--- src/rtl/stat_monitor_pkg.sv ---
package stat_monitor_pkg;

  localparam int IDX_W = 8;

  typedef enum logic [1:0] {
    RD_NONE,
    RD_STATE,
    RD_CNT_LO,
    RD_CNT_HI
  } rdKind_e;

  typedef struct packed {
    logic             clr;
    logic             rdEn;
    rdKind_e          kind;
    logic [IDX_W-1:0] idx;
    logic [IDX_W-1:0] word;
  } monStrobe_t;

endpackage

--- src/rtl/stat_monitor_satcnt.sv ---
module stat_monitor_satcnt #(
  parameter int CNT_W = 32,
  parameter int INC_W = 3
) (
  input  logic             clk,
  input  logic             rstN,
  input  logic             clr,
  input  logic [INC_W-1:0] inc,
  output logic [CNT_W-1:0] cnt
);

  logic [CNT_W:0]   sum;
  logic [CNT_W-1:0] nextCnt;

  always_comb begin
    sum     = {1'b0, cnt} + (CNT_W+1)'(inc);
    nextCnt = sum[CNT_W] ? '1 : sum[CNT_W-1:0];
  end

  always_ff @(posedge clk) begin
    if (!rstN)    cnt <= '0;
    else if (clr) cnt <= '0;
    else          cnt <= nextCnt;
  end


  sat_hold_chk: assert property (@(posedge clk) disable iff (!rstN)
    (cnt == '1 && !clr) |=> cnt == '1);


  clr_zero_chk: assert property (@(posedge clk) disable iff (!rstN)
    clr |=> cnt == '0);


  no_wrap_chk: assert property (@(posedge clk) disable iff (!rstN)
    !clr |=> cnt >= $past(cnt));


  advance_chk: assert property (@(posedge clk) disable iff (!rstN)
    (inc != '0 && cnt != '1 && !clr) |=> cnt != $past(cnt));

endmodule

--- src/rtl/stat_monitor_ctrl.sv ---
module stat_monitor_ctrl
  import stat_monitor_pkg::*;
#(
  parameter int NUM_POINTS = 5,
  parameter int NUM_STAGES = 4,
  parameter int ADDR_W     = 8,
  parameter int DATA_W     = 16,
  parameter int CNT_W      = 32
) (
  input  logic                  clk,
  input  logic                  rstN,
  input  logic                  wrEn,
  input  logic                  rdEn,
  input  logic [ADDR_W-1:0]     addr,
  input  logic [DATA_W-1:0]     wrData,
  output monStrobe_t            stb,
  output logic [NUM_STAGES-1:0] stageRst
);

  localparam int WORDS    = (CNT_W + DATA_W - 1) / DATA_W;
  localparam int NUM_CNT  = 2 * NUM_POINTS;
  localparam int ADDR_CLR = 0;
  localparam int ADDR_RST = 1;
  localparam int ST_BASE  = 2;
  localparam int CNT_BASE = ST_BASE + NUM_STAGES;
  localparam int CNT_END  = CNT_BASE + NUM_CNT * WORDS;

  int   aInt;
  int   off;
  logic rstWrite;
  logic unusedWrBits;

  assign unusedWrBits = ^wrData;
  assign rstWrite     = wrEn && (int'(addr) == ADDR_RST);

  always_comb begin
    stb      = '0;
    stb.kind = RD_NONE;
    aInt     = int'(addr);
    off      = 0;
    stb.rdEn = rdEn;
    stb.clr  = wrEn && (aInt == ADDR_CLR) && wrData[0];
    if (aInt >= ST_BASE && aInt < CNT_BASE) begin
      stb.kind = RD_STATE;
      stb.idx  = IDX_W'(aInt - ST_BASE);
    end else if (aInt >= CNT_BASE && aInt < CNT_END) begin
      off      = aInt - CNT_BASE;
      stb.idx  = IDX_W'(off / WORDS);
      stb.word = IDX_W'(off % WORDS);
      stb.kind = ((off % WORDS) == 0) ? RD_CNT_LO : RD_CNT_HI;
    end
  end

  always_ff @(posedge clk) begin
    if (!rstN)         stageRst <= '0;
    else if (rstWrite) stageRst <= wrData[NUM_STAGES-1:0];
    else               stageRst <= '0;
  end


  rst_width_chk: assert property (@(posedge clk) disable iff (!rstN)
    (|stageRst && !rstWrite) |=> stageRst == '0);


  rst_cause_chk: assert property (@(posedge clk) disable iff (!rstN)
    !rstWrite |=> stageRst == '0);

endmodule

--- src/rtl/stat_monitor_dp.sv ---
module stat_monitor_dp
  import stat_monitor_pkg::*;
#(
  parameter int NUM_POINTS = 5,
  parameter int NUM_STAGES = 4,
  parameter int KEEP_W     = 4,
  parameter int CNT_W      = 32,
  parameter int DATA_W     = 16,
  parameter int STATE_W    = 4
) (
  input  logic                          clk,
  input  logic                          rstN,
  input  monStrobe_t                    stb,
  input  logic [NUM_POINTS-1:0]         ptValid,
  input  logic [NUM_POINTS-1:0]         ptReady,
  input  logic [NUM_POINTS-1:0]         ptLast,
  input  logic [NUM_POINTS*KEEP_W-1:0]  ptKeep,
  input  logic [NUM_STAGES*STATE_W-1:0] stState,
  output logic [DATA_W-1:0]             rdData
);

  localparam int WORDS   = (CNT_W + DATA_W - 1) / DATA_W;
  localparam int WIDE_W  = WORDS * DATA_W;
  localparam int NUM_CNT = 2 * NUM_POINTS;
  localparam int BINC_W  = $clog2(KEEP_W + 1);

  logic [CNT_W-1:0]  cntVal [NUM_CNT];
  logic [WIDE_W-1:0] shadow;
  logic [WIDE_W-1:0] selWide;
  logic [DATA_W-1:0] stSel;

  for (genvar p = 0; p < NUM_POINTS; p++) begin : g_point
    logic              accept;
    logic [0:0]        pktInc;
    logic [BINC_W-1:0] byteInc;

    assign accept = ptValid[p] && ptReady[p];
    assign pktInc = accept && ptLast[p];

    always_comb begin
      byteInc = '0;
      for (int b = 0; b < KEEP_W; b++) begin
        if (accept && ptKeep[p*KEEP_W + b]) byteInc = byteInc + 1'b1;
      end
    end

    stat_monitor_satcnt #(.CNT_W(CNT_W), .INC_W(1)) u_pkt (
      .clk(clk), .rstN(rstN), .clr(stb.clr), .inc(pktInc), .cnt(cntVal[2*p])
    );

    stat_monitor_satcnt #(.CNT_W(CNT_W), .INC_W(BINC_W)) u_byte (
      .clk(clk), .rstN(rstN), .clr(stb.clr), .inc(byteInc), .cnt(cntVal[2*p+1])
    );
  end

  always_comb begin
    selWide = '0;
    for (int k = 0; k < NUM_CNT; k++) begin
      if (IDX_W'(k) == stb.idx) selWide = WIDE_W'(cntVal[k]);
    end
    stSel = '0;
    for (int s = 0; s < NUM_STAGES; s++) begin
      if (IDX_W'(s) == stb.idx) stSel = DATA_W'(stState[s*STATE_W +: STATE_W]);
    end
  end

  always_ff @(posedge clk) begin
    if (!rstN) begin
      rdData <= '0;
      shadow <= '0;
    end else if (stb.rdEn) begin
      case (stb.kind)
        RD_STATE:  rdData <= stSel;
        RD_CNT_LO: begin
          rdData <= selWide[DATA_W-1:0];
          shadow <= selWide;
        end
        RD_CNT_HI: rdData <= shadow[stb.word*DATA_W +: DATA_W];
        default:   rdData <= '0;
      endcase
    end
  end


  shadow_hold_chk: assert property (@(posedge clk) disable iff (!rstN)
    !(stb.rdEn && stb.kind == RD_CNT_LO) |=> $stable(shadow));


  rd_hold_chk: assert property (@(posedge clk) disable iff (!rstN)
    !stb.rdEn |=> $stable(rdData));

endmodule

--- src/rtl/stat_monitor.sv ---
module stat_monitor
  import stat_monitor_pkg::*;
#(
  parameter int NUM_POINTS = 5,
  parameter int NUM_STAGES = 4,
  parameter int KEEP_W     = 4,
  parameter int CNT_W      = 32,
  parameter int DATA_W     = 16,
  parameter int STATE_W    = 4,
  parameter int ADDR_W     = 8
) (
  input  logic                          clk,
  input  logic                          rstN,
  input  logic [NUM_POINTS-1:0]         ptValid,
  input  logic [NUM_POINTS-1:0]         ptReady,
  input  logic [NUM_POINTS-1:0]         ptLast,
  input  logic [NUM_POINTS*KEEP_W-1:0]  ptKeep,
  input  logic [NUM_STAGES*STATE_W-1:0] stState,
  output logic [NUM_STAGES-1:0]         stageRst,
  input  logic                          busWrEn,
  input  logic                          busRdEn,
  input  logic [ADDR_W-1:0]             busAddr,
  input  logic [DATA_W-1:0]             busWrData,
  output logic [DATA_W-1:0]             busRdData
);

  monStrobe_t stb;

  stat_monitor_ctrl #(
    .NUM_POINTS(NUM_POINTS), .NUM_STAGES(NUM_STAGES), .ADDR_W(ADDR_W),
    .DATA_W(DATA_W), .CNT_W(CNT_W)
  ) u_ctrl (
    .clk(clk), .rstN(rstN), .wrEn(busWrEn), .rdEn(busRdEn), .addr(busAddr),
    .wrData(busWrData), .stb(stb), .stageRst(stageRst)
  );

  stat_monitor_dp #(
    .NUM_POINTS(NUM_POINTS), .NUM_STAGES(NUM_STAGES), .KEEP_W(KEEP_W),
    .CNT_W(CNT_W), .DATA_W(DATA_W), .STATE_W(STATE_W)
  ) u_dp (
    .clk(clk), .rstN(rstN), .stb(stb), .ptValid(ptValid), .ptReady(ptReady),
    .ptLast(ptLast), .ptKeep(ptKeep), .stState(stState), .rdData(busRdData)
  );

endmodule

--- config.mk ---
export PLATFORM = sky130hd
export DESIGN_NAME = stat_monitor
export DESIGN_NICKNAME = d
export VERILOG_FILES = /design/src/rtl/stat_monitor_pkg.sv /design/src/rtl/stat_monitor_satcnt.sv /design/src/rtl/stat_monitor_ctrl.sv /design/src/rtl/stat_monitor_dp.sv /design/src/rtl/stat_monitor.sv
export SDC_FILE = /design/constraint.sdc
export NUM_CORES = 1
export LEC_CHECK = 0
export BUFFER_PORTS_ARGS = -buffer_cell sky130_fd_sc_hd__buf_2
export CORE_MARGIN = 3
export CORE_UTILIZATION = 25
export DETAILED_ROUTE_END_ITERATION = 6
export HOLD_SLACK_MARGIN = 0.06
export PLACE_DENSITY = 0.44
export SYNTH_ARGS = -nofsm -noshare
export SYNTH_HDL_FRONTEND = slang
export SYNTH_SLANG_ARGS = --single-unit
--- constraint.sdc ---
create_clock -name clk -period 9.9 [get_ports clk]
set_clock_uncertainty 0.2 [all_clocks]
set_input_delay 0.495 -clock clk [delete_from_list [all_inputs] [get_ports clk]]
set_output_delay 0.495 -clock clk [all_outputs]
set_load 0.01 [all_outputs]
==> results.yml <==
status:
  status: "finished clean"
flow_run:
  max-cap-violations: 0
critical_path:
  crit_fanout: 41
  cp-start-kind: "input pin"
  critPathCaptureType: "flip-flop"
  critPathKind: "input pin to flip-flop"
  r2r_slack_ns: 5.64
  r2r_cells: 9
  crit_arrival_ns: 5.65
  worst_ep_required_time_ns: 10.24
  timing.rr.end: "u_dp.g_point[3].u_byte.cnt[4]$_SDFF_PP0_"
  r2r_start: "u_dp.g_point[3].u_byte.cnt[0]$_SDFF_PP0_"
clocking:
  cts_resized: 0
  cts.sinks: 356
  cts_max_level: 2
  cts_tree: "built"
  clk_pin_slew_ns: 0.06
  cts_buffer_depth: 3
  clock_insertion_delay_worst_skew_ns: 0.60
  cts_made_buffers: 44
  cts_root_buf: "clkbuf_16"
  cts_setup_buffers: 0
pwr:
  clockPowerShare: 0.495
  power_frac_seq: 0.449
  p_switching_mw: 0.812
  internal_power_mw: 2.44
  leakagePower_nw: 7.90
  ir_worst_vdd_mv: 0.0842
  power_density_nw_per_um2: 144
  swShare: 0.250
  comb_power_share: 0.057
global_routing:
  grt_pass1_wl_microns: 109000
  antenna_found_initial: 0
  track_usage: 0.170
  grt_max_degree: 213
  grt_pass1_vias: 17500
  overflow: 0
drt:
  vias_per_cell: 5.18
  wl_microns: 71700
  wl_per_cell_microns: 20.3
  drc: 0
  drtIter0Drc: 1495
  dr.pass1.iters: 5
  ant_nets: 0
  num_vias: 18300
layout:
  nets: 2587
  fillerInstances: 8356
  final_common_cell: "dfxtp_1"
  n_antenna_cell: 0
  fin_area_sq_um: 22500
  final_cell_mix: "dfxtp_1 (356), a21oi_1 (335), nand2_1 (270)"
  synthToLayoutAreaGrowth_pct: 14.6
  final_layout_size_suffix_gt1_frac: 0.0867
min_path:
  min_to: "u_dp.rdData[3]$_SDFFE_PN0P_"
  hp-class: "input pin to flip-flop"
  min_path_cells: 4
  hp-start: "busAddr[0]"
floorplan:
  die-area_sq_um: 82100
  core-area_sq_um: 77700
  boundaryPins: 99
  die_h_microns: 287
  initial_core_util: 0.253
  rows: 102
  die_w_microns: 287
yosys:
  synth-edff-count: 0
  synth_area_sq_um: 19700
  synthFlopType: "dfxtp_1"
  yosys_warnings: 0
  ys_ff_latch: 356
  synth_cell_types: 70
  syn-instance-count: 2434
  synth.avg_cell_area_sq_um: 8.08
  synthArstFlopShare: 0
  seq_area_frac_synth: 0.362
  syn-num-nets: 2563
sta:
  hold_viol_final: 0
  fin_crit_ns: 5.30
  finalSetupViolations: 0
  rsz0062_at_grt: "false"
  max-slew-margin-rel: 0.159
  period_share: 0.536
  timing.setup.tns_ns: 0
  worstMarginPinSlew_ns: 1.26
  slew_viol_final: 0
  fmax_mhz: 189
place:
  dp_hpwl_microns: 52200
  numPortBuffers: 86
  placed_area_sq_um: 21100
  place_congestion: 0.877
==> Yosys cell counts (6+ instances only) <==
cell type | instances | area [sq um]
nor3b_1 | 6 | 45.0
nor2b_1 | 11 | 68.8
mux2i_1 | 54 | 541
o22ai_1 | 10 | 62.6
nor2_1 | 131 | 492
and2_1 | 24 | 150
xor2_1 | 169 | 1480
nand2b_1 | 6 | 37.5
and4_1 | 21 | 184
o31ai_1 | 7 | 52.6
a32oi_1 | 7 | 61.3
and3_1 | 83 | 519
buf_1 | 9 | 33.8
nor3_1 | 37 | 185
a211oi_1 | 22 | 165
nor4_1 | 10 | 62.6
xnor2_1 | 99 | 867
ha_1 | 45 | 563
mux2_2 | 10 | 113
or3_1 | 15 | 93.8
a31o_2 | 12 | 105
o211ai_1 | 17 | 128
a21oi_1 | 335 | 1680
a211o_1 | 7 | 61.3
nand3_1 | 163 | 816
a22oi_1 | 17 | 128
a221o_1 | 6 | 60.1
a311oi_1 | 6 | 52.6
inv_1 | 56 | 210
o21ai_0 | 84 | 420
a221oi_1 | 25 | 219
dfxtp_1 | 356 | 7130
nand2_1 | 272 | 1020
clkbuf_1 | 119 | 447
nand4_1 | 68 | 425
a21o_1 | 13 | 97.6
a31oi_1 | 22 | 138
==> kinds of logic after synthesis <==
kind of cell,synth area share
compound gates,0.194
xor+xnor,0.120
fa+ha+maj,0.0337
buf+inv,0.0387
flops,0.362
mux,0.0332
simple gates,0.218
==> metal layers <==
layer	routed length, microns	vias up	share of wire	global-route usage
met4	1840	0	0.026	0.0491
met5	0	-	0	0
li1	-	8815	-	-
met2	33100	431	0.46	0.279
met1	33500	8947	0.47	0.233
met3	3300	95	0.046	0.0219
==> worst max-delay path, stage by stage <==
cell and delay (ns):
buf_2 0.14, nor3_1 0.19, buf_4 0.20, nand3_1 0.11
a21oi_1 0.24, ha_1 0.18, nor4b_1 0.30, nand3_1 0.46
nand2_4 0.68, buf_4 0.59, nand2_1 0.39, nor2_2 0.83
a22oi_1 0.23, o32ai_1 0.38, a221o_1 0.19
==> timing repair <==
action                                  in CTS  in global routing
hold buffers                                 4                  0
endpoints found under the hold margin        4                  0
endpoints found under the setup margin       0                  0
==> sequential cells by signal (all words and copies together) (netlist names) <==
register / flops
u_ctrl.stageRst: 4
u_dp.g_point.u_byte.cnt: 160
u_dp.g_point.u_pkt.cnt: 160
u_dp.rdData: 16
u_dp.shadow: 16
==> power groups by stage <==
| stage | clock network [mW] | registers (mW) | logic, mW |
|---|---|---|---|
| after global routing | 1.70 | 1.46 | 0.203 |
| after detailed placement | 0 | 1.49 | 0.183 |
| after CTS | 1.65 | 1.46 | 0.185 |
| after floorplan | 0 | 1.48 | 0.113 |
| final | 1.61 | 1.46 | 0.184 |
| after global placement | 0 | 1.49 | 0.179 |
==> layout make-up <==
cell class              count  area (sq um)  share of cell area
clock buffers              64          1260              0.0557
clock inverters            14           153             0.00677
inverters                  56           210             0.00932
multi-input cells        1885         11800               0.525
flip-flops and latches    356          7130               0.316
well taps                1040          1300              0.0577
repair buffers            115           671              0.0297
==> through the flow <==
| step | util | setup slack (ns) | total power, mW | cells | hold slack (ns) |
|---|---|---|---|---|---|
| 2_1_floorplan | - | 5.53 | 1.60 | 2434 | 0.236 |
| 3_3_place_gp | 0.271 | 4.15 | 1.67 | 3448 | 0.264 |
| 3_5_place_dp | 0.271 | 4.16 | 1.67 | 3448 | 0.269 |
| 4_1_cts | 0.290 | 4.78 | 3.29 | 3530 | 0.121 |
| 5_1_grt | 0.290 | 4.35 | 3.37 | 3530 | 0.175 |
| 6_report | 0.290 | 4.60 | 3.25 | 3530 | 0.160 |
==> worst max-delay path by stage <==
stage	startpoint	end	slack (ns)
2_1_floorplan	ptKeep[12]	u_dp.g_point[3].u_byte.cnt[10]$_SDFF_PP0_	5.53
3_3_place_gp	busAddr[5]	u_dp.rdData[13]$_SDFFE_PN0P_	4.15
3_5_place_dp	busAddr[5]	u_dp.rdData[13]$_SDFFE_PN0P_	4.16
4_1_cts	busAddr[5]	u_dp.rdData[13]$_SDFFE_PN0P_	4.78
5_1_grt	busAddr[5]	u_dp.rdData[13]$_SDFFE_PN0P_	4.35
6_report	busAddr[5]	u_dp.rdData[13]$_SDFFE_PN0P_	4.60
Power figures use the tool's default switching activity.
